--- config.mk ---
export PLATFORM = sky130hd
export DESIGN_NAME = subclk_interval_timer
export DESIGN_NICKNAME = d
export VERILOG_FILES = /design/src/rtl/sit_pkg.sv /design/src/rtl/sit_ctrl.sv /design/src/rtl/sit_count.sv /design/src/rtl/sit_event.sv /design/src/rtl/subclk_interval_timer.sv
export SDC_FILE = /design/constraint.sdc
export NUM_CORES = 1
export LEC_CHECK = 0
export BUFFER_PORTS_ARGS = -buffer_cell sky130_fd_sc_hd__clkbuf_2
export CAP_MARGIN = 0
export CORE_MARGIN = 1
export CORE_UTILIZATION = 50
export CTS_BUF_LIST = sky130_fd_sc_hd__clkbuf_8
export DETAILED_ROUTE_END_ITERATION = 10
export GPL_TIMING_DRIVEN = 0
export PLACE_DENSITY = 0.84
export SYNTH_ARGS = -nofsm -noshare
export SYNTH_HDL_FRONTEND = slang
export SYNTH_SLANG_ARGS = --single-unit
--- constraint.sdc ---
create_clock -name clk -period 2.35 [get_ports clk]
set_input_delay 0.1175 -clock clk [delete_from_list [all_inputs] [get_ports clk]]
set_output_delay 0.1175 -clock clk [all_outputs]
set_load 0.01 [all_outputs]
--- src/rtl/sit_pkg.sv ---
package sit_pkg;

   // Counter bit whose 0->1 transition marks expiry for a given interval code.
   function automatic int sit_tap_pos(input int width, input int code);
      return width - 1 - code;
   endfunction

endpackage

--- src/rtl/sit_ctrl.sv ---
module sit_ctrl #(
   parameter int SEL_W = 2
) (
   input  logic             clk,
   input  logic             rst_n,
   input  logic             we,
   input  logic [SEL_W:0]   wdata,
   output logic             run_q,
   output logic [SEL_W-1:0] code_q,
   output logic             stop_now
);

   assign stop_now = we & ~wdata[SEL_W];

   always_ff @(posedge clk or negedge rst_n) begin
      if (!rst_n) begin
         run_q  <= 1'b0;
         code_q <= '0;
      end else if (we) begin
         run_q  <= wdata[SEL_W];
         code_q <= wdata[SEL_W-1:0];
      end
   end

endmodule

--- src/rtl/sit_count.sv ---
module sit_count #(
   parameter int WIDTH = 16
) (
   input  logic             clk,
   input  logic             rst_n,
   input  logic             preset,
   input  logic             step,
   output logic [WIDTH-1:0] cnt_q,
   output logic [WIDTH-1:0] cnt_d
);

   always_comb begin
      if (preset)
         cnt_d = '1;
      else if (step)
         cnt_d = cnt_q - 1'b1;
      else
         cnt_d = cnt_q;
   end

   always_ff @(posedge clk or negedge rst_n) begin
      if (!rst_n) cnt_q <= '1;
      else        cnt_q <= cnt_d;
   end

endmodule

--- src/rtl/sit_event.sv ---
module sit_event
   import sit_pkg::*;
#(
   parameter int WIDTH = 16,
   parameter int SEL_W = 2
) (
   input  logic             clk,
   input  logic             rst_n,
   input  logic             step,
   input  logic [WIDTH-1:0] cnt_q,
   input  logic [WIDTH-1:0] cnt_d,
   input  logic [SEL_W-1:0] code_q,
   input  logic             pdown,
   output logic             irq_q,
   output logic             wake_q
);

   localparam int N_CODE = 2 ** SEL_W;

   logic [N_CODE-1:0] rise;

   for (genvar c = 0; c < N_CODE; c++) begin : g_tap
      localparam int TAP = sit_tap_pos(WIDTH, c);
      assign rise[c] = step & ~cnt_q[TAP] & cnt_d[TAP];
   end

   logic hit;
   assign hit = rise[code_q];

   always_ff @(posedge clk or negedge rst_n) begin
      if (!rst_n) begin
         irq_q  <= 1'b0;
         wake_q <= 1'b0;
      end else begin
         irq_q  <= hit;
         wake_q <= hit & pdown;
      end
   end

endmodule

--- src/rtl/subclk_interval_timer.sv ---
module subclk_interval_timer #(
   parameter int WIDTH   = 16,
   parameter int SEL_W   = 2,
   parameter int LCD_BIT = 4
) (
   input  logic             clk,
   input  logic             rst_n,
   input  logic             ctrl_we,
   input  logic [SEL_W:0]   ctrl_wdata,
   input  logic             sub_tick,
   input  logic             pdown,
   output logic [WIDTH-1:0] cnt_o,
   output logic             lcd_src,
   output logic             irq_set,
   output logic             wake
);

   localparam int N_CODE = 2 ** SEL_W;

   if (WIDTH < N_CODE + 1) begin : g_bad_width
      $error("WIDTH too small for the interval code range");
   end
   if (LCD_BIT >= WIDTH) begin : g_bad_lcd
      $error("LCD_BIT outside the counter");
   end

   logic             run_q;
   logic [SEL_W-1:0] code_q;
   logic             stop_now;
   logic             step;
   logic             preset;
   logic [WIDTH-1:0] cnt_q;
   logic [WIDTH-1:0] cnt_d;

   sit_ctrl #(.SEL_W(SEL_W)) u_ctrl (
      .clk      (clk),
      .rst_n    (rst_n),
      .we       (ctrl_we),
      .wdata    (ctrl_wdata),
      .run_q    (run_q),
      .code_q   (code_q),
      .stop_now (stop_now)
   );

   assign preset = stop_now | ~run_q;
   assign step   = run_q & sub_tick & ~stop_now;

   sit_count #(.WIDTH(WIDTH)) u_count (
      .clk    (clk),
      .rst_n  (rst_n),
      .preset (preset),
      .step   (step),
      .cnt_q  (cnt_q),
      .cnt_d  (cnt_d)
   );

   sit_event #(.WIDTH(WIDTH), .SEL_W(SEL_W)) u_event (
      .clk    (clk),
      .rst_n  (rst_n),
      .step   (step),
      .cnt_q  (cnt_q),
      .cnt_d  (cnt_d),
      .code_q (code_q),
      .pdown  (pdown),
      .irq_q  (irq_set),
      .wake_q (wake)
   );

   assign cnt_o   = cnt_q;
   assign lcd_src = cnt_q[LCD_BIT];

endmodule

## Word-level counts from Yosys, hierarchy flattened

Cells that the tools add are included.

- Memory bits (read-only): 0
- Input port bits: 8
- Memory bits (writable): 0
- Output and inout bits: 19
- Bits in latches: 0
- Memories: 0
- Register bits: 21

- Divide/modulo/power cells: 0
- Equality and inequality tests: 0
- Add/sub/neg operators: 1
- $lt $le $gt $ge: 1
- $mul: 0
- Reductions and logical operators: 1
- Bitwise logic cells: 20
- Mux-type cells: 4
- Shift operators: 0

Operators with widths:

| operator | number |
|---|---|
| $mux W16 | 2 |
| $sub A16 B1 Y16 const B | 1 |
| $and A1 B1 Y1 | 12 |
| $not A1 Y1 | 7 |
| $lt A2 B3 Y1 const B | 1 |
| $bmux W1 S2 | 1 |
| $reduce_bool A2 Y1 | 1 |
| $mux W1 | 1 |
| $or A1 B1 Y1 | 1 |

## Logic depth before layout (Yosys ltp)

Gate-level depths: netlist of run 1.

- Word-level depth: 10
- Depth in mapped cells: 7
- Mapped depth without buffers: 6

## Hierarchy

Synthesis of run 1 repeated with hierarchy kept, for this count alone.

- Cell total of the unflattened synthesis: 108
- Area total of the unflattened synthesis: 1129.8 µm²

By module, submodules not included:

| module | area each (µm²) | seq. area each (µm²) | times used | cells an instance |
|---|---|---|---|---|
| sit_count | 882.1 | 420.4 | 1 | 86 |
| sit_ctrl | 115.1 | 75.1 | 1 | 7 |
| sit_event | 110.1 | 50.0 | 1 | 12 |
| subclk_interval_timer | 22.5 | 0.0 | 1 | 3 |

## Worst setup path after synthesis of run 1

No wires, ideal clock.

- Kind: reg2reg
- Start point: register u_count.cnt_q[2]
- End point: register u_event.wake_q
- Data required time: 2282 ps
- Arrival: 1666 ps
- Cell stages (with the launch flop): 6
- Setup slack: 616 ps
- Buffers on the path: 1
- Library setup time: 68 ps
- Cells stage by stage: dfstp_2 > or4b_1 > buf_2 > or2_0 > o32ai_2 > and3_1

- Cells in the longest elaborated chain, start to end: 7
- Elaborated cells between the ends (all ways): 10
- Classes of those cells: add/sub (1); mux (4); bitwise (5)

RTL lines:

| what | line | RTL |
|---|---|---|
| start, declared | sit_count.sv:8 | `output logic [WIDTH-1:0] cnt_q,` |
| start signal, assigned | sit_count.sv:23 | `else cnt_q <= cnt_d;` |
| $sub A16 B1 Y16 (*) | sit_count.sv:16 | `cnt_d = cnt_q - 1'b1;` |
| $mux W16 (*) | sit_count.sv:15 | `else if (step)` |
| $mux W16 (*) | sit_count.sv:13 | `if (preset)` |
| $and A1 B1 Y1 | sit_event.sv:24 | `assign rise[c] = step & ~cnt_q[TAP] & cnt_d[TAP];` |
| $bmux W1 S2 (*) | sit_event.sv:28 | `assign hit = rise[code_q];` |
| $mux W1 (implied by the code) (*) | sit_event.sv:28 |  |
| $and A1 B1 Y1 (*) | sit_event.sv:36 | `wake_q <= hit & pdown;` |
| end signal, assigned | sit_event.sv:36 |  |
| end, declared | sit_event.sv:15 | `output logic wake_q` |

Every way passes the cells marked *; elsewhere a longest branch is shown, timed or not. The select of a mux whose other input is x is not followed.
A chain may end at the register's enable or synchronous reset.

## Worst setup path in the final report of run 1

Same ends and word-level chain as after synthesis.

==> results of run 1 <==
-- how the worst max path moves through the flow --
| stage | start | to | slack, ns |
|---|---|---|---|
| finish | u_count.cnt_q[2] | u_event.wake_q | 0.49 |
| detailed placement | u_count.cnt_q[2] | u_event.wake_q | 0.48 |
| global route | u_count.cnt_q[0] | u_event.wake_q | 0.35 |
| CTS | u_count.cnt_q[2] | u_event.wake_q | 0.47 |
| floorplan | u_count.cnt_q[2] | u_event.wake_q | 0.62 |
| global placement | u_count.cnt_q[2] | u_event.wake_q | 0.55 |
-- layer usage --
layer	wire length [um]	global-route usage [%]	up-vias
met2	1090	33.4	28
li1	-	-	402
met5	0	0	-
met3	76	3.40	4
met1	964	30.3	418
met4	44	10.6	0
-- power by group --
group / internal (uW) / switching [uW]
combinational: 20.2 / 27.7
sequential: 373 / 6.78
clock: 118 / 118
-- cells in the mapped netlist, types with 2 or more instances --
master / number / area share (%)
sky130_fd_sc_hd__xnor2_1: 8 / 6.7
sky130_fd_sc_hd__clkbuf_1: 2 / 0.72
sky130_fd_sc_hd__o21ai_0: 4 / 1.9
sky130_fd_sc_hd__nor3_1: 6 / 2.9
sky130_fd_sc_hd__nor2_1: 4 / 1.4
sky130_fd_sc_hd__mux2_2: 3 / 3.2
sky130_fd_sc_hd__dfstp_2: 16 / 40
sky130_fd_sc_hd__or4_1: 2 / 1.4
sky130_fd_sc_hd__nor4_1: 3 / 1.8
sky130_fd_sc_hd__nand2_1: 17 / 6.1
sky130_fd_sc_hd__xor2_1: 5 / 4.2
sky130_fd_sc_hd__inv_1: 4 / 1.4
sky130_fd_sc_hd__and3_1: 2 / 1.2
sky130_fd_sc_hd__dfrtp_1: 5 / 12
-- flip-flops by register name, summed over array words and instances (netlist names) --
register	flops
u_event.wake_q	1
u_ctrl.run_q	1
u_count.cnt_q	16
u_ctrl.code_q	2
u_event.irq_q	1
-- cell usage in the layout (no fill, tap or decap), types with 2 or more instances in the layout --
cell type / instances
sky130_fd_sc_hd__clkbuf_1: 2
sky130_fd_sc_hd__nor2_1: 4
sky130_fd_sc_hd__nand2_1: 17
sky130_fd_sc_hd__xor2_1: 5
sky130_fd_sc_hd__o21ai_0: 4
sky130_fd_sc_hd__inv_1: 4
sky130_fd_sc_hd__clkbuf_8: 3
sky130_fd_sc_hd__or4_1: 2
sky130_fd_sc_hd__xnor2_1: 8
sky130_fd_sc_hd__mux2_2: 3
sky130_fd_sc_hd__nor4_1: 3
sky130_fd_sc_hd__dfstp_2: 16
sky130_fd_sc_hd__nor3_1: 6
sky130_fd_sc_hd__and3_1: 2
sky130_fd_sc_hd__clkbuf_2: 26
sky130_fd_sc_hd__dfrtp_1: 5
-- logic make-up after synthesis --
logic type | count (synthesis) | synth area share (%)
simple gates | 45 | 22.7
flops | 21 | 52.5
xor+xnor | 13 | 11.0
compound gates | 9 | 6.02
buf+inv | 8 | 3.37
mux | 3 | 3.25
fa+ha+maj | 1 | 1.20
-- stage by stage --
| stage | util [%] | setup slack [ns] |
|---|---|---|
| floorplan | - | 0.616 |
| CTS | 64.2 | 0.473 |
| global placement | 61.4 | 0.549 |
| finish | 64.2 | 0.491 |
| detailed placement | 61.4 | 0.478 |
| global route | 64.2 | 0.349 |
-- final cells by class --
class / count / area, um2 / area share, %
inverter: 4 / 15.0 / 1.19
sequential: 21 / 546 / 43.3
tap: 27 / 33.8 / 2.68
timing repair buffer: 27 / 140 / 11.1
buffer: 4 / 20.0 / 1.59
clock inverter: 1 / 5.00 / 0.397
clock buffer: 3 / 41.3 / 3.28
multi-input combinational: 71 / 459 / 36.4
==> impl_summary.log, run 1 <==
[metrics] peak supply drop: just over 0.4 mV
[metrics] first-pass GRT wire length: between 3000 and 4000 um
[metrics] NumNets Final: ~140
[metrics] Setup violations, final: 0
[metrics] smallest hold slack: 0.0825 ns
[metrics] Tcrit/Tclk final: 79.1%
[metrics] routability cong.: 0.800
[metrics] IO buf count: 26
[metrics] fraction of registers with async set or reset after synthesis: 100%
[metrics] destination of the worst register-to-register timing path: u_event.wake_q
[metrics] maximum number of pins on one net before global-route repair: 22
[metrics] Clock Path Buffers: 2
[metrics] growth of design area from synthesis to finish: 21.2%
[metrics] number of flip-flops and latches in the synthesized netlist: 21
[metrics] hold worst-path end: u_ctrl.code_q[0]
[metrics] delay of the slowest cell on the worst path: 0.51 ns
[metrics] worst endpoint required time: roughly 2.6 ns
[metrics] number of antenna repair diodes: 0
[metrics] instance count of the mapped netlist: 100
[metrics] cell area after placement: 1200 um2
[metrics] Worst Skew: about 0.0082 ns
[metrics] final std cells w/o fill: 158
[metrics] CTS clock-pin slew for the worst setup and hold paths: about 0.08 ns
[metrics] Via density: between 5 and 6
[metrics] Relative slew margins: ~57%
[metrics] die area: 2270 um2
[metrics] CP max stage cell: sky130_fd_sc_hd__or4b_1
[metrics] First-pass DRT Iterations: 4
[metrics] post-synthesis sequential area ratio: approximately 52%
[metrics] GRT Total Usage: between 20% and 30%
[metrics] count of placed standard cells including taps: about 150
[metrics] number of antenna violations at the first check in global routing: 0
[metrics] total number of clock tree sinks: 21
[metrics] Cell Pwr Density: between 500 and 600 nW/um2
[metrics] effective utilization at floorplan: between 50 and 60%
[metrics] final-layout setup total negative slack: 0 ns
[metrics] critical path buffer and inverter count: 1
[metrics] nature of the critical path startpoint: register
[metrics] unrepaired setup endpoints after global routing: false
[metrics] number of DRC violations after detailed-routing iteration 0: 21
[metrics] hold buffer count at CTS: 1
[metrics] CP endpoint kind: register
[metrics] share of cells above drive strength 1: around two fifths
[metrics] leakage dissipation: about 0.00051 uW
[metrics] result of the run: finished clean
[metrics] top cell family by delay on the critical path: simple AND/OR/NAND/NOR gates
[metrics] drt wl/cell: around 14 um
[metrics] startpoint of the worst register-to-register path: u_count.cnt_q[2]
[metrics] total clock buffers created by CTS: 3
[metrics] total of cells resized after clock tree synthesis: 0
[metrics] clock network latency to the later pin of the worst-skew pair: approximately 0.26 ns
[metrics] Crit Path Class: reg -> reg
[metrics] routed wire length: between 2000 and 2500 um
[metrics] maximum level of the CTS H-tree: 1
[metrics] predominant post-synthesis flop cell: sky130_fd_sc_hd__dfstp_2
[metrics] worst hold path cell count: 2
[metrics] remaining number of nets flagged by the antenna check after routing: 0
[metrics] mean post-synth cell area: ~10 um2
[metrics] power consumption: 664 uW
[metrics] number of global-route vias before repair: just over 700
[metrics] maximum clock frequency: between 0.5 and 0.6 GHz
[metrics] worst endpoint data arrival time: between 2 and 2.5 ns
[metrics] remaining design rule violation count: 0
[metrics] synthesized area: about 1000 um2
[metrics] Chip Width: between 40 and 50 um
[metrics] total setup buffers inserted after CTS: 0
[metrics] die span in y: roughly 48 um
[metrics] number of placement rows: 16
[metrics] number of logic stages on the critical path including buffering: 5
[metrics] warnings from Yosys: 0
[metrics] transition time at the pin with the least slew margin: between 0.6 and 0.7 ns
[metrics] final std cell area, no fill: 1260 um2
[metrics] Core Footprint: just under 2000 um2
[metrics] clock tree from TritonCTS: done
[metrics] Worst Hold Launch: ctrl_wdata[0]
[metrics] final number of hold-violating endpoints: 0
[metrics] distinct cell type count of the synthesized netlist: 33
[metrics] FILL cells: around 180
[metrics] minimum setup slack among reg-to-reg paths: between 0.4 and 0.5 ns
[metrics] Synthesized Nets: roughly 110
[metrics] Worst R2R Path Depth: 5
[metrics] Ports: 27
[metrics] list of cells traversed by the critical path: or4b_1 > buf_2 > or2_0 > o32ai_2 > and3_1
[metrics] max-slew violation total from the final report: 0
[metrics] DP Wirelength: about 1600 um
[metrics] path category of the worst min-delay check: in -> reg
[metrics] final period demand of the worst path: approximately 1.9 ns
[metrics] final global-route overflow total: 0
[metrics] via count of the routed design: 852
[metrics] Max-Cap Viols: 0
[metrics] count of flip-flops with a built-in enable after synthesis: 0
[metrics] cell chosen for the clock root: sky130_fd_sc_hd__clkbuf_8
[metrics] Max FO, Critical Path: 7
Note: power is estimated with default switching activity, not from simulation.
==> inputs of run 2 (changes only) <==
--- a/config.mk
+++ b/config.mk
@@ -5,6 +5,7 @@
 export SDC_FILE = /design/constraint.sdc
 export NUM_CORES = 1
 export LEC_CHECK = 0
+export ABC_AREA = 1
 export BUFFER_PORTS_ARGS = -buffer_cell sky130_fd_sc_hd__clkbuf_2
 export CAP_MARGIN = 0
 export CORE_MARGIN = 1
@@ -12,7 +13,7 @@
 export CTS_BUF_LIST = sky130_fd_sc_hd__clkbuf_8
 export DETAILED_ROUTE_END_ITERATION = 10
 export GPL_TIMING_DRIVEN = 0
-export PLACE_DENSITY = 0.84
+export PLACE_DENSITY = 0.86
 export SYNTH_ARGS = -nofsm -noshare
 export SYNTH_HDL_FRONTEND = slang
 export SYNTH_SLANG_ARGS = --single-unit
==> constraint.sdc (replaced) <==
create_clock -name clk -period 1.7 [get_ports clk]
set_input_delay 0.085 -clock clk [delete_from_list [all_inputs] [get_ports clk]]
set_output_delay 0.085 -clock clk [all_outputs]
set_load 0.01 [all_outputs]
==> run 2 against run 1 <==
Against the previous run:
- area after synthesis is 13% higher
- cell count is 32% higher
- hold slack worse by 0.073 ns
- sequential share of layout area is 4.2 points lower
- total power is 63% higher
- sequential cell count stayed put
- critical path type unchanged
==> impl_summary.log, run 2 <==
[metrics] Ports: 27
[metrics] Cell Pwr Density: about 780 nW/um2
[metrics] worst endpoint data arrival time: 1.72 ns
[metrics] routed wire length: 2630 um
[metrics] final-layout setup total negative slack: 0 ns
[metrics] leakage dissipation: about 0.00066 uW
[metrics] number of placement rows: 17
[metrics] growth of design area from synthesis to finish: 18.9%
[metrics] DP Wirelength: roughly 2000 um
[metrics] startpoint of the worst register-to-register path: u_count.cnt_q[0]
[metrics] remaining number of nets flagged by the antenna check after routing: 0
[metrics] via count of the routed design: 1102
[metrics] cell chosen for the clock root: sky130_fd_sc_hd__clkbuf_8
[metrics] Tcrit/Tclk final: between 80% and 90%
[metrics] distinct cell type count of the synthesized netlist: 25
[metrics] effective utilization at floorplan: roughly 53%
[metrics] cell with the most instances after synthesis: sky130_fd_sc_hd__nand2_1
[metrics] number of flip-flops in the largest register: 16
[metrics] mean post-synth cell area: about 7.9 um2
[metrics] First-pass DRT Iterations: 4
[metrics] Largest regs: u_count.cnt_q (16), u_ctrl.code_q (2)
[metrics] peak supply drop: around 0.63 mV
[metrics] NumNets Final: 190
[metrics] post-synthesis sequential area ratio: 46.5%
[metrics] FILL cells: about 200
[metrics] maximum number of pins on one net before global-route repair: 22
[metrics] area of the multi-input gates: ~540 um2
[metrics] Max FO, Critical Path: 4
[metrics] top-area cell type share of the netlist area: between 30% and 40%
[metrics] Worst Hold Launch: pdown
[metrics] worst endpoint required time: about 1.9 ns
[metrics] Via density: ~5.3
[metrics] destination of the worst register-to-register timing path: u_event.wake_q
[metrics] GRT Total Usage: ~24%
[metrics] Synthesized Nets: 158
[metrics] Setup Slack @ Placement: 0.210 ns
[metrics] synthesized area: about 1200 um2
[metrics] warnings from Yosys: 0
[metrics] final number of hold-violating endpoints: 0
[metrics] remaining design rule violation count: 0
[metrics] die span in y: ~50 um
[metrics] crit path setup slack, layout: around 0.18 ns
[metrics] number of DRC violations after detailed-routing iteration 0: 34
[metrics] most congested layer reported by global routing: met2
[metrics] drt wl/cell: roughly 13 um
[metrics] Max-Cap Viols: 0
[metrics] Worst Skew: between 0.0015 and 0.002 ns
[metrics] result of the run: finished clean
[metrics] instance count of the mapped netlist: 149
[metrics] total number of clock tree sinks: 21
[metrics] total of cells resized after clock tree synthesis: 0
[metrics] Clock Path Buffers: 2
[metrics] routability cong.: approximately 0.9
[metrics] first-pass GRT wire length: 4610 um
[metrics] transition time at the pin with the least slew margin: about 0.51 ns
[metrics] most frequent standard cell in the layout excluding fill and tap cells: sky130_fd_sc_hd__nand2_1
[metrics] minimum setup slack among reg-to-reg paths: approximately 0.18 ns
[metrics] max-slew violation total from the final report: 0
[metrics] count of flip-flops with a built-in enable after synthesis: 0
[metrics] maximum level of the CTS H-tree: 1
[metrics] clock tree from TritonCTS: done
[metrics] power consumption: approximately 1100 uW
[metrics] Biggest register: u_count.cnt_q
[metrics] CP endpoint kind: register
[metrics] Crit Path Class: reg -> reg
[metrics] GR Util met2: roughly two fifths
[metrics] number of global-route vias before repair: roughly 1100
[metrics] nature of the critical path startpoint: register
[metrics] predominant post-synthesis flop cell: sky130_fd_sc_hd__dfstp_2
[metrics] commonest cells in the netlist: sky130_fd_sc_hd__nand2_1, sky130_fd_sc_hd__inv_1, sky130_fd_sc_hd__nor2_1
[metrics] Setup violations, final: 0
[metrics] Core Footprint: approximately 2200 um2
[metrics] met3 layer usage reported by global route: 3.94%
[metrics] footprint of the flip-flops and latches: roughly 550 um2
[metrics] leading cell types by total area after synthesis: sky130_fd_sc_hd__dfstp_2, sky130_fd_sc_hd__nand2_1, sky130_fd_sc_hd__dfrtp_1, sky130_fd_sc_hd__nand3_1, sky130_fd_sc_hd__inv_1
[metrics] CTS clock-pin slew for the worst setup and hold paths: 0.08 ns
[metrics] clock network latency to the later pin of the worst-skew pair: ~0.26 ns
[metrics] final global-route overflow total: 0
[metrics] post-synthesis cell type with the largest combined area: sky130_fd_sc_hd__dfstp_2
[metrics] path category of the worst min-delay check: in -> reg
[metrics] Relative slew margins: 66.2%
[metrics] most frequent cells in the layout: sky130_fd_sc_hd__nand2_1, sky130_fd_sc_hd__clkbuf_2, sky130_fd_sc_hd__inv_1, sky130_fd_sc_hd__nor2_1, sky130_fd_sc_hd__dfstp_2
[metrics] start point of the critical path: u_count.cnt_q[0]
[metrics] maximum clock frequency: between 0.6 and 0.7 GHz
[metrics] IO buf count: 26
[metrics] number of antenna violations at the first check in global routing: 0
[metrics] number of flip-flops and latches in the synthesized netlist: 21
[metrics] fraction of registers with async set or reset after synthesis: 100%
[metrics] Final Util: 63.1%
[metrics] destination of the critical timing path: u_event.wake_q
[metrics] met1 global-route usage: between 30% and 40%
[metrics] die area: 2550 um2
[metrics] Chip Width: about 50 um
[metrics] worst hold path cell count: 3
[metrics] number of antenna repair diodes: 0
[metrics] final period demand of the worst path: about 1.5 ns
[metrics] Worst R2R Path Depth: 8
[metrics] unrepaired setup endpoints after global routing: false
[metrics] share of cells above drive strength 1: about 37%
[metrics] total setup buffers inserted after CTS: 0
[metrics] total clock buffers created by CTS: 3
-- run 2: cell types whose count changed in the layout (fill, tap and decap cells not counted), moves of 3 or more --
| cell | delta |
|---|---|
| sky130_fd_sc_hd__nor4_1 | -3 |
| sky130_fd_sc_hd__xnor2_1 | -8 |
| sky130_fd_sc_hd__o21ai_0 | +8 |
| sky130_fd_sc_hd__mux2_2 | -3 |
| sky130_fd_sc_hd__nor2_1 | +13 |
| sky130_fd_sc_hd__nor3_1 | -6 |
| sky130_fd_sc_hd__xor2_1 | -5 |
| sky130_fd_sc_hd__nand2_1 | +22 |
| sky130_fd_sc_hd__inv_1 | +13 |
| sky130_fd_sc_hd__nand3_1 | +13 |
| sky130_fd_sc_hd__nor2_2 | +7 |
| sky130_fd_sc_hd__nand3_2 | +3 |
-- run 2: layout make-up --
cell class	count	share of cell area, %
Sequential cell	21	39.1
Clock buffer	3	2.96
Timing Repair Buffer	27	10.0
Inverter	19	5.11
Clock inverter	1	0.359
Buffer	2	1.08
Multi-Input combinational cell	107	38.8
Tap cell	28	2.51
-- run 2: kinds of logic (layout without fill, tap and decap cells) --
family	Yosys count	count (layout)	synth area share, %
AND/OR/NAND/NOR	85	85	33.9
AO/OA/AOI/OAI	21	21	11.2
flip-flops	21	21	46.5
buffers and inverters	21	52	7.36
adder cells (fa/ha/maj)	1	1	1.07
-- run 2: worst min-delay path by stage --
stage                       endpoint  slack (ns)
floorplan           u_ctrl.code_q[0]       -0.21
global placement      u_event.wake_q        0.07
detailed placement     u_event.irq_q        0.08
CTS                   u_event.wake_q       0.007
global route          u_event.wake_q        0.01
finish                u_event.wake_q        0.01
-- run 2: timing repair --
action,4_1_cts,5_1_grt
hold endpoints to repair,5,0
hold buffers,1,0
setup endpoints to repair,0,0
-- run 2: metrics by stage --
stage               std cells  hold WS, ns  area (um2)
floorplan                 149       -0.211        1170
global placement          203       0.0683        1340
detailed placement        203       0.0750        1340
CTS                       208      0.00669        1400
global route              208       0.0132        1400
finish                    208      0.00977        1400
-- run 2: worst max-delay path, cell delays in order (launching register included) --
cell	delay (ns)
sky130_fd_sc_hd__dfstp_2	0.39
sky130_fd_sc_hd__inv_1	0.12
sky130_fd_sc_hd__ha_1	0.23
sky130_fd_sc_hd__nand3_2	0.11
sky130_fd_sc_hd__nor2_2	0.17
sky130_fd_sc_hd__nand3_1	0.11
sky130_fd_sc_hd__nand2_1	0.10
sky130_fd_sc_hd__nand3_2	0.10
sky130_fd_sc_hd__a21oi_2	0.12
-- run 2: power breakdown --
group,switching (uW),internal (uW),leakage [uW]
sequential,27.9,545,0.000230
combinational,116,59.7,0.000409
clock,169,164,0.0000255
-- run 2: layer usage --
layer  wire length, um  up-vias
met1              1140      526
li1                  -      541
met2              1340       29
met4                46        0
met5                 0        -
met3               105        6
==> inputs of run 3 (changes only) <==
--- a/config.mk
+++ b/config.mk
@@ -10,10 +10,12 @@
 export CAP_MARGIN = 0
 export CORE_MARGIN = 1
 export CORE_UTILIZATION = 50
-export CTS_BUF_LIST = sky130_fd_sc_hd__clkbuf_8
+export CTS_BUF_LIST = sky130_fd_sc_hd__clkbuf_2
 export DETAILED_ROUTE_END_ITERATION = 10
 export GPL_TIMING_DRIVEN = 0
 export PLACE_DENSITY = 0.86
+export REMOVE_ABC_BUFFERS = 1
 export SYNTH_ARGS = -nofsm -noshare
 export SYNTH_HDL_FRONTEND = slang
+export SYNTH_HIERARCHICAL = 1
 export SYNTH_SLANG_ARGS = --single-unit
==> run 3 against run 2 <==
Against the previous run:
- the flow now finishes with violations (setup timing)
- core utilization is 8.0 points higher
- via count is 4.8% higher
- clock power shrank 38%
- area after synthesis increased by 0.85%
- critical path depth is 2 higher
- non-clock buffer count rose by 17
- clock skew about the same
- largest power group unchanged
==> impl_summary.log, run 3 <==
[metrics] commonest cells in the netlist: sky130_fd_sc_hd__nand2_1, sky130_fd_sc_hd__inv_1, sky130_fd_sc_hd__nand3_1
[metrics] Final Util: around 70%
[metrics] post-synthesis sequential area ratio: between 40% and 50%
[metrics] growth of design area from synthesis to finish: 32.8%
[metrics] minimum setup slack among reg-to-reg paths: -0.02 ns
[metrics] worst endpoint data arrival time: 1.99 ns
[metrics] library cell appearing most often on the critical path: sky130_fd_sc_hd__nand3_2
[metrics] Biggest register: u_count/cnt_q
[metrics] fraction of registers with async set or reset after synthesis: 100%
[metrics] maximum number of pins on one net before global-route repair: 22
[metrics] leakage dissipation: around 0.00088 uW
[metrics] startpoint of the worst register-to-register path: u_ctrl/run_q
[metrics] dominant combinational cell family by area after synthesis: simple AND/OR/NAND/NOR gates
[metrics] Core Footprint: around 2200 um2
[metrics] met1 global-route usage: between 20 and 30%
[metrics] destination of the worst register-to-register timing path: u_event/wake_q
[metrics] CP max stage cell: sky130_fd_sc_hd__dfrtp_1
[metrics] remaining number of nets flagged by the antenna check after routing: 0
[metrics] Cell Pwr Density: 540 nW/um2
[metrics] GRT Total Usage: a little under a quarter
[metrics] Max-Cap Viols: 0
[metrics] effective utilization at floorplan: 53.5%
[metrics] count of flip-flops with a built-in enable after synthesis: 0
[metrics] peak supply drop: around 0.57 mV
[metrics] Largest regs: u_count/cnt_q (16), u_ctrl/code_q (2)
[metrics] Setup violations, final: 2
[metrics] NumNets Final: ~210
[metrics] predominant post-synthesis flop cell: sky130_fd_sc_hd__dfstp_2
[metrics] Max FO, Critical Path: 7
[metrics] share of cells above drive strength 1: 45.3%
[metrics] final period demand of the worst path: 1.72 ns
[metrics] cell chosen for the clock root: sky130_fd_sc_hd__clkbuf_2
[metrics] crit path setup slack, layout: -0.0156 ns
[metrics] path category of the worst min-delay check: in -> reg
[metrics] number of placement rows: 17
[metrics] mean post-synth cell area: ~7.7 um2
[metrics] IO buf count: 26
[metrics] list of cells traversed by the critical path: buf_4 > nand2_1 > clkinvlp_4 > o21ai_0 > nand2_2 > nand2_2 > nand3_2 > nand3_2 > nand3_2 > nor2_2
[metrics] final std cells w/o fill: 229
[metrics] first-pass GRT wire length: roughly 4400 um
[metrics] drt wl/cell: around 12 um
[metrics] xor-xnor portion of the synthesized cell area: 0%
[metrics] Chip Width: 50.7 um
[metrics] worst endpoint required time: 1.97 ns
[metrics] final-layout setup total negative slack: -0.0180 ns
[metrics] result of the run: complete, but fails checks
[metrics] instance count of the mapped netlist: 153
[metrics] post-synthesis cell type with the largest combined area: sky130_fd_sc_hd__dfstp_2
[metrics] CTS clock-pin slew for the worst setup and hold paths: 0.20 ns
[metrics] Crit Path Class: reg -> reg
[metrics] total number of clock tree sinks: 21
[metrics] worst hold path cell count: 4
[metrics] most congested layer reported by global routing: met2
[metrics] met3 layer usage reported by global route: 3.64%
[metrics] number of flip-flops in the largest register: 16
[metrics] synthesized area: 1180 um2
[metrics] count of placed standard cells including taps: just over 200
[metrics] First-pass DRT Iterations: 4
[metrics] Worst Skew: between 0.0015 and 0.002 ns
[metrics] number of DRC violations after detailed-routing iteration 0: 33
[metrics] power consumption: roughly 850 uW
[metrics] clock network latency to the later pin of the worst-skew pair: 0.31 ns
[metrics] Worst R2R Path Depth: 10
[metrics] portion of netlist area occupied by mux cells: 0%
[metrics] post-synthesis share of cell area spent on full adders, half adders and majority gates: between 1 and 1.5%
[metrics] max-slew violation total from the final report: 0
[metrics] routability cong.: around 0.84
[metrics] Worst Hold Launch: ctrl_we
[metrics] die area: 2570 um2
[metrics] nature of the critical path startpoint: register
[metrics] unrepaired setup endpoints after global routing: true
[metrics] Ports: 27
[metrics] Clock Path Buffers: 2
[metrics] clock tree from TritonCTS: done
[metrics] number of flip-flops and latches in the synthesized netlist: 21
[metrics] distinct cell type count of the synthesized netlist: 20
[metrics] number of global-route vias before repair: around 1100
[metrics] Via density: a little over 5
[metrics] Synth Area in Compound Gates: 5.92%
[metrics] CP endpoint kind: register
[metrics] leading cell types by total area after synthesis: sky130_fd_sc_hd__dfstp_2, sky130_fd_sc_hd__nand2_1, sky130_fd_sc_hd__dfrtp_1, sky130_fd_sc_hd__inv_1, sky130_fd_sc_hd__nand3_1
[metrics] smallest hold slack: between 0.04 and 0.05 ns
[metrics] Relative slew margins: approximately two thirds
[metrics] maximum clock frequency: just under 0.6 GHz
[metrics] total clock buffers created by CTS: 3
[metrics] top-area cell type share of the netlist area: 35.5%
[metrics] warnings from Yosys: 6
[metrics] number of antenna violations at the first check in global routing: 0
[metrics] most frequent cells in the layout: sky130_fd_sc_hd__nand2_1, sky130_fd_sc_hd__clkbuf_2, sky130_fd_sc_hd__inv_1
[metrics] remaining design rule violation count: 0
[metrics] GR Util met2: 40.2%
[metrics] cell with the most instances after synthesis: sky130_fd_sc_hd__nand2_1
[metrics] post-synthesis share of cell area spent on and, or, nand and nor gates: 36.4%
[metrics] hold worst-path end: u_ctrl/code_q[1]
[metrics] final global-route overflow total: 0
[metrics] via count of the routed design: 1155
[metrics] DP Wirelength: 1690 um
[metrics] Tcrit/Tclk final: 101%
[metrics] final number of hold-violating endpoints: 0
[metrics] violated checks: setup timing
[metrics] most frequent standard cell in the layout excluding fill and tap cells: sky130_fd_sc_hd__nand2_1
[metrics] die span in y: around 51 um
[metrics] routed wire length: about 2800 um
[metrics] transition time at the pin with the least slew margin: 0.517 ns
[metrics] number of antenna repair diodes: 0
[metrics] maximum level of the CTS H-tree: 1
[metrics] delay of the slowest cell on the worst path: roughly 0.45 ns
[run 3: routing by layer]
| metal | vias up | part of all wire, % | wire length, um |
|---|---|---|---|
| li1 | 572 | - | - |
| met5 | - | 0 | 0 |
| met3 | 2 | 2.6 | 73 |
| met1 | 552 | 43 | 1180 |
| met4 | 0 | 0.36 | 10 |
| met2 | 29 | 54 | 1500 |
[run 3: worst max-delay path by stage]
stage	endpoint	from	cells past startpoint	slack (ns)
after floorplan	u_event/irq_q	u_count/cnt_q[0]	14	0.04
after global placement	u_event/irq_q	u_count/cnt_q[0]	14	-0.04
after detailed placement	u_event/irq_q	u_count/cnt_q[0]	14	-0.07
after CTS	u_event/irq_q	u_ctrl/run_q	13	-0.003
after global routing	u_event/wake_q	u_ctrl/run_q	10	-0.15
final	u_event/wake_q	u_ctrl/run_q	10	-0.02
[run 3: cell type report]
| class | count | area (um2) |
|---|---|---|
| clock inverters | 1 | 5.00 |
| repair buffers | 46 | 300 |
| flip-flops and latches | 21 | 546 |
| fillers | 180 | 641 |
| multi-input cells | 100 | 554 |
| clock buffers | 3 | 15.0 |
| inverters | 30 | 116 |
| well taps | 28 | 35.0 |
[run 3: cells by family after synthesis]
family | after synthesis
buffers and inverters | 32
AO/OA/AOI/OAI | 14
flip-flops | 21
adder cells (fa/ha/maj) | 1
AND/OR/NAND/NOR | 85
[run 3: power by group]
part           leakage (uW)  switching [uW]  internal [uW]  total (uW)
clock             0.0000164             155           53.4         208
combinational      0.000629            62.0           56.6         119
sequential         0.000233            9.23            513         523
[run 3: stage by stage]
step,area [um2],worst slack (ns)
after global placement,1340,-0.0408
after global routing,1570,-0.145
after floorplan,1170,0.0418
after CTS,1480,-0.00314
final,1570,-0.0156
after detailed placement,1340,-0.0692
[run 3: what timing repair did]
item	CTS	global route
endpoints found under the setup margin	2	2
gates resized for setup	3	12
setup buffers	4	8
hold buffers	8	0
hold endpoints to repair	9	0
pin swaps	5	11
[run 3: critical path: cells and delay by family, from the launching register on]
kind                   cells  cell delay [ns]
buffers and inverters      2             0.37
AO/OA/AOI/OAI              1             0.15
flip-flops                 1             0.45
AND/OR/NAND/NOR            7             0.70
